**config.mk**
```make
export PLATFORM = sky130hd
export DESIGN_NAME = i2c_ctrl_target
export DESIGN_NICKNAME = d
export VERILOG_FILES = /design/src/rtl/i2c_ctrl_target.sv
export SDC_FILE = /design/constraint.sdc
export NUM_CORES = 1
export LEC_CHECK = 0
export BUFFER_PORTS_ARGS = -buffer_cell sky130_fd_sc_hd__clkbuf_2
export CAP_MARGIN = 20
export CELL_PAD_IN_SITES_DETAIL_PLACEMENT = 0
export CELL_PAD_IN_SITES_GLOBAL_PLACEMENT = 2
export CORE_UTILIZATION = 35
export CTS_CLUSTER_DIAMETER = 50
export DETAILED_ROUTE_END_ITERATION = 10
export PLACE_DENSITY_LB_ADDON = 0.1
export SKIP_CTS_REPAIR_TIMING = 1
export SLEW_MARGIN = 40
export SYNTH_ARGS = -nofsm -noshare
export SYNTH_HDL_FRONTEND = slang
export SYNTH_SLANG_ARGS = --single-unit
```
**constraint.sdc**
```tcl
create_clock -name clk -period 6.2 [get_ports clk]
set_clock_uncertainty 0.15 [all_clocks]
set_input_delay 1.24 -clock clk [delete_from_list [all_inputs] [get_ports clk]]
set_output_delay 1.24 -clock clk [all_outputs]
set_load 0.02 [all_outputs]
```
**src/rtl/i2c_ctrl_target.sv**
```systemverilog
module i2c_ctrl_target #(
  parameter logic [6:0] DEV_ADDR  = 7'h60,
  parameter logic [4:0] HS_PREFIX = 5'b00001,
  parameter logic [7:0] REG0_INIT = 8'h2D,
  parameter logic [7:0] REG1_INIT = 8'h17
) (
  input  logic       clk,
  input  logic       rst_n,
  input  logic       enable_in,
  input  logic       scl_in,
  input  logic       sda_in,
  input  logic       pgood_in,
  output logic       sda_pull,
  output logic       hs_mode,
  output logic [2:0] vout_code,
  output logic [1:0] ripple_code,
  output logic       bal_on,
  output logic       force_pwm,
  output logic [1:0] ton_code,
  output logic [2:0] ilim_code,
  output logic       balmode,
  output logic       conv_en
);

  typedef enum logic [2:0] {P_IDLE, P_ADDR, P_REG, P_WDATA, P_RDATA, P_SKIP} phase_t;

  phase_t     ph;
  logic       scl_q, sda_q, en_q, rw_q, ack_pend;
  logic [3:0] bitcnt;
  logic [7:0] sreg, ptr, rbyte, reg0, reg1;

  wire        act       = enable_in & en_q;
  wire        start_det = scl_in & scl_q & sda_q & ~sda_in;
  wire        stop_det  = scl_in & scl_q & ~sda_q & sda_in;
  wire        scl_rise  = scl_in & ~scl_q;
  wire        scl_fall  = ~scl_in & scl_q;
  wire [7:0]  nxt_byte  = {sreg[6:0], sda_in};
  wire        byte_done = act & ~start_det & ~stop_det & (ph != P_IDLE) & scl_rise & (bitcnt == 4'd7);
  wire        wr_stb    = byte_done & (ph == P_WDATA);
  wire [7:0]  rd_val    = (ptr == 8'h00) ? reg0 :
                          (ptr == 8'h01) ? {pgood_in, reg1[6:0]} : 8'h00;
  wire [2:0]  tx_idx    = 3'd7 - bitcnt[2:0];

  assign vout_code   = reg0[2:0];
  assign ripple_code = reg0[4:3];
  assign bal_on      = reg0[5];
  assign force_pwm   = reg0[6];
  assign ilim_code   = reg1[2:0];
  assign balmode     = reg1[3];
  assign conv_en     = reg1[4];
  assign ton_code    = reg1[6:5];

  always_ff @(posedge clk or negedge rst_n) begin
    if (!rst_n) begin
      scl_q    <= 1'b1;
      sda_q    <= 1'b1;
      en_q     <= 1'b0;
      ph       <= P_IDLE;
      bitcnt   <= '0;
      sreg     <= '0;
      ptr      <= '0;
      rbyte    <= '0;
      rw_q     <= 1'b0;
      ack_pend <= 1'b0;
      sda_pull <= 1'b0;
      hs_mode  <= 1'b0;
      reg0     <= REG0_INIT;
      reg1     <= REG1_INIT;
    end else begin
      scl_q <= scl_in;
      sda_q <= sda_in;
      en_q  <= enable_in;
      if (enable_in && !en_q) begin
        reg0 <= REG0_INIT;
        reg1 <= REG1_INIT;
      end
      if (!act) begin
        ph       <= P_IDLE;
        bitcnt   <= '0;
        ack_pend <= 1'b0;
        sda_pull <= 1'b0;
        hs_mode  <= 1'b0;
      end else if (start_det) begin
        ph       <= P_ADDR;
        bitcnt   <= '0;
        ack_pend <= 1'b0;
        sda_pull <= 1'b0;
      end else if (stop_det) begin
        ph       <= P_IDLE;
        bitcnt   <= '0;
        ack_pend <= 1'b0;
        sda_pull <= 1'b0;
        hs_mode  <= 1'b0;
      end else if (ph != P_IDLE && scl_rise) begin
        if (bitcnt != 4'd8) begin
          sreg   <= nxt_byte;
          bitcnt <= bitcnt + 4'd1;
          if (bitcnt == 4'd7) begin
            case (ph)
              P_ADDR: begin
                if (nxt_byte[7:1] == DEV_ADDR) begin
                  ack_pend <= 1'b1;
                  rw_q     <= nxt_byte[0];
                end else begin
                  if (nxt_byte[7:3] == HS_PREFIX) hs_mode <= 1'b1;
                  ph <= P_SKIP;
                end
              end
              P_REG: begin
                ptr      <= nxt_byte;
                ack_pend <= 1'b1;
              end
              P_WDATA: begin
                ack_pend <= 1'b1;
                if (ptr == 8'h00) reg0 <= {1'b0, nxt_byte[6:0]};
                else if (ptr == 8'h01) reg1 <= {1'b0, nxt_byte[6:0]};
              end
              default: ;
            endcase
          end
        end else begin
          bitcnt   <= '0;
          ack_pend <= 1'b0;
          case (ph)
            P_ADDR: begin
              ph    <= rw_q ? P_RDATA : P_REG;
              rbyte <= rd_val;
            end
            P_REG:   ph <= P_WDATA;
            default: ph <= P_SKIP;
          endcase
        end
      end else if (ph != P_IDLE && scl_fall) begin
        sda_pull <= (bitcnt == 4'd8 && ack_pend) ||
                    (ph == P_RDATA && bitcnt != 4'd8 && !rbyte[tx_idx]);
      end
    end
  end

  AST_QUIET_WHEN_OFF: assert property (@(posedge clk) disable iff (!rst_n)
    !enable_in |=> !sda_pull);

  AST_DEFAULTS_ON_EN_RISE: assert property (@(posedge clk) disable iff (!rst_n)
    (enable_in && !en_q) |=> (reg0 == REG0_INIT && reg1 == REG1_INIT));

  AST_HS_CLEAR_ON_STOP: assert property (@(posedge clk) disable iff (!rst_n)
    stop_det |=> !hs_mode);

  AST_REGS_HOLD: assert property (@(posedge clk) disable iff (!rst_n)
    (!wr_stb && !(enable_in && !en_q)) |=> ($stable(reg0) && $stable(reg1)));

  AST_IDLE_RELEASE: assert property (@(posedge clk) disable iff (!rst_n)
    (ph == P_IDLE) |-> !sda_pull);

  AST_RESERVED_ZERO: assert property (@(posedge clk) disable iff (!rst_n)
    (!reg0[7] && !reg1[7]));

endmodule

```
==> results.toml <==
[routing]
vias = 1735
vias_per_cell = 5.18
postRouteAntennaNets = 0
drt_wl_total_um = 5790
drc_errors = 0
routedWlPerCell_um = 17.3
drt-initial-drc-count = 90
drtPass1Iterations = 4

[synthesis]
synthDominantCellAreaShare_pct = 40.4
syn_nets = 227
synth_top_area_cell = "dfrtp_1"
synth_edf_count = 0
syn_area_um2 = 2600
synth.area.top_cells = "dfrtp_1 40%, dfstp_2 10%, mux2_1 7.8%, mux2i_1 5.8%, a22o_1 2.7%"
ys_ff_latch = 52
syn_area_per_cell_um2 = 11.9
yosysWarnings = 0
synthArstFlopShare_pct = 100
synth.distinct_cells = 50
synth_seq_area_share_pct = 50.5
ys.flop_type = "dfrtp_1"
synthCells = 219

[timing]
fin_crit_ns = 2.73
grt_setup_unrepaired = "false"
hold_violations = 0
setup-tns-final_ns = 0
setup_viol = 0
slew_violations = 0
tightest_slew_ns = 0.695
max_slew_margin_pct = 53.3
fmax_mhz = 366
fin_crit_sh_pct = 44.0

[cts]
htreeDepth = 2
cts_buffers = 5
path_clk_slew_ns = 0.10
cts_tree = "built"
insertion_delay_ns = 0.31
cts_sinks = 52
cts_root_buf = "clkbuf_8"
clockBufferDepth = 2

[cells_and_area]
fin_util_pct = 39.9
final_layout_size_suffix_gt1_share_pct = 24.2
area_delta_synth_final_pct = 10.7
n_antenna_cell = 0
final_common_cell = "dfrtp_1"
final_cell_mix = "42 x dfrtp_1, 21 x clkbuf_2, 18 x mux2_1"
layout.nets = 243

[hold_path]
holdPathStages = 1
hold_class = "reg2reg"
hold_path.startpoint = "rbyte[4]$_DFFE_PN0P_"

[pwr]
leakagePower_nw = 1.38
clockPowerShare_pct = 36.4
comb_power_share_pct = 7.5
netSwitchingFraction_pct = 25.3
power_switching_uw = 166
p_int_uw = 490
power_density_nw_per_um2 = 228
p_seq_share_pct = 56.1
max-vdd-ir-drop_mv = 0.107

[placement]
dp_hpwl_um = 4180
port_buffers = 21
place_congestion = 0.785

[setup_path]
worstSetupEndpointType = "register"
arrival_ns = 2.78
crit_type = "in2reg"
rr_worst_depth = 4
rr_startpoint = "ptr[6]$_DFFE_PN0P_"
worstPathMaxFanout = 7
required_ns = 6.25
setup.worst_path.start = "scl_in"
worstSetupStartpointType = "input pin"

[global_route]
grt_antenna_before_repair = 0
overflow = 0
grt_pass1_vias = 1758
grt_pass1_wl_um = 9590
grt_max_degree = 53
grt_usage_pct = 16.6

[die]
die_area_um2 = 7780
fp.dieW_um = 88.2
start_util_pct = 36.1
rows = 31
core_area_um2 = 7210
fp.dieH_um = 88.2
io_pins = 22

[outcome]
run_status = "complete, no violations"

[run]
maxCapViolations = 0
[per-stage QoR]
step           power (mW)  hold WS, ns  cells  instance area, um^2  worst slack, ns
6_report            0.657        0.352    335                 2880             3.47
4_1_cts             0.667        0.360    335                 2880             3.28
2_1_floorplan       0.398        0.309    219                 2600             3.45
3_5_place_dp        0.425        0.336    327                 2770             2.93
5_1_grt             0.689        0.381    335                 2880             3.38
3_3_place_gp        0.424        0.325    327                 2770             3.01
[layer usage]
layer	GRT usage, %	wire length [um]	up-vias
met5	0	0	-
met2	26.2	2770	25
met4	4.99	54	0
met3	3.82	169	4
met1	22.9	2800	885
li1	-	-	821
[cell usage after synthesis, drive strengths merged, types with 3 or more instances]
| cell type | count |
|---|---|
| nor3 | 6 |
| dfstp | 10 |
| buf | 9 |
| mux2i | 15 |
| clkbuf | 4 |
| and2 | 3 |
| a22o | 8 |
| nand2 | 14 |
| nor3b | 3 |
| o21ai | 6 |
| nor2b | 5 |
| mux2 | 26 |
| a21oi | 5 |
| dfrtp | 42 |
| nor2 | 7 |
| nand3 | 5 |
| inv | 10 |
| nand2b | 7 |
| nor4 | 4 |
[flip-flops by register name (all words and copies together), names as in the netlist]
signal and cells:
ack_pend 1, ph 3, en_q 1, sreg 7, rw_q 1, bitcnt 4, scl_q 1, rbyte 8
reg1 7, reg0 8, sda_q 1, ptr 8, sda_pull 1, hs_mode 1
[logic make-up after synthesis]
family | count (synthesis) | synth area share, %
AOI/OAI and AO/OA | 29 | 7.84
xor gates and xnor gates | 1 | 0.337
adders and majority gates | 2 | 0.962
buffers and inverters | 23 | 4.23
DFF | 52 | 50.5
muxes | 43 | 19.0
and+or+nand+nor | 69 | 17.1
[worst max-delay path, stage by stage]
cell and delay (ns):
clkbuf_2 0.13, nand2b_1 0.17, or2_1 0.31, or3_1 0.55
mux2_1 0.37
[area by class of cell]
type | instances | area [um^2]
well taps | 99 | 124
fillers | 733 | 4330
flip-flops and latches | 52 | 1310
clock buffers | 6 | 72.6
multi-input cells | 144 | 1180
repair buffers | 22 | 113
clock inverters | 2 | 38.8
inverters | 10 | 37.5
[final timing paths]
check / to / slack, ns
max: sreg[2]$_DFFE_PN0P_ / 3.47
min: rbyte[4]$_DFFE_PN0P_ / 0.35
max reg2reg: reg1[2]$_DFF_PN1_ / 3.80
min reg2reg: rbyte[4]$_DFFE_PN0P_ / 0.35
max in group asynchronous: reg0[6]$_DFF_PN0_ / 4.55
min in group asynchronous: sda_pull$_DFFE_PN0P_ / 0.90
[power by group through the flow]
stage               Clock, mW  Sequential (mW)  Combinational [mW]
CTS                     0.248            0.368              0.0509
floorplan                   0            0.368              0.0304
finish                  0.239            0.368              0.0494
global route            0.263            0.370              0.0568
detailed placement          0            0.374              0.0509
global placement            0            0.375              0.0491
(Power assumes the default switching activity.)
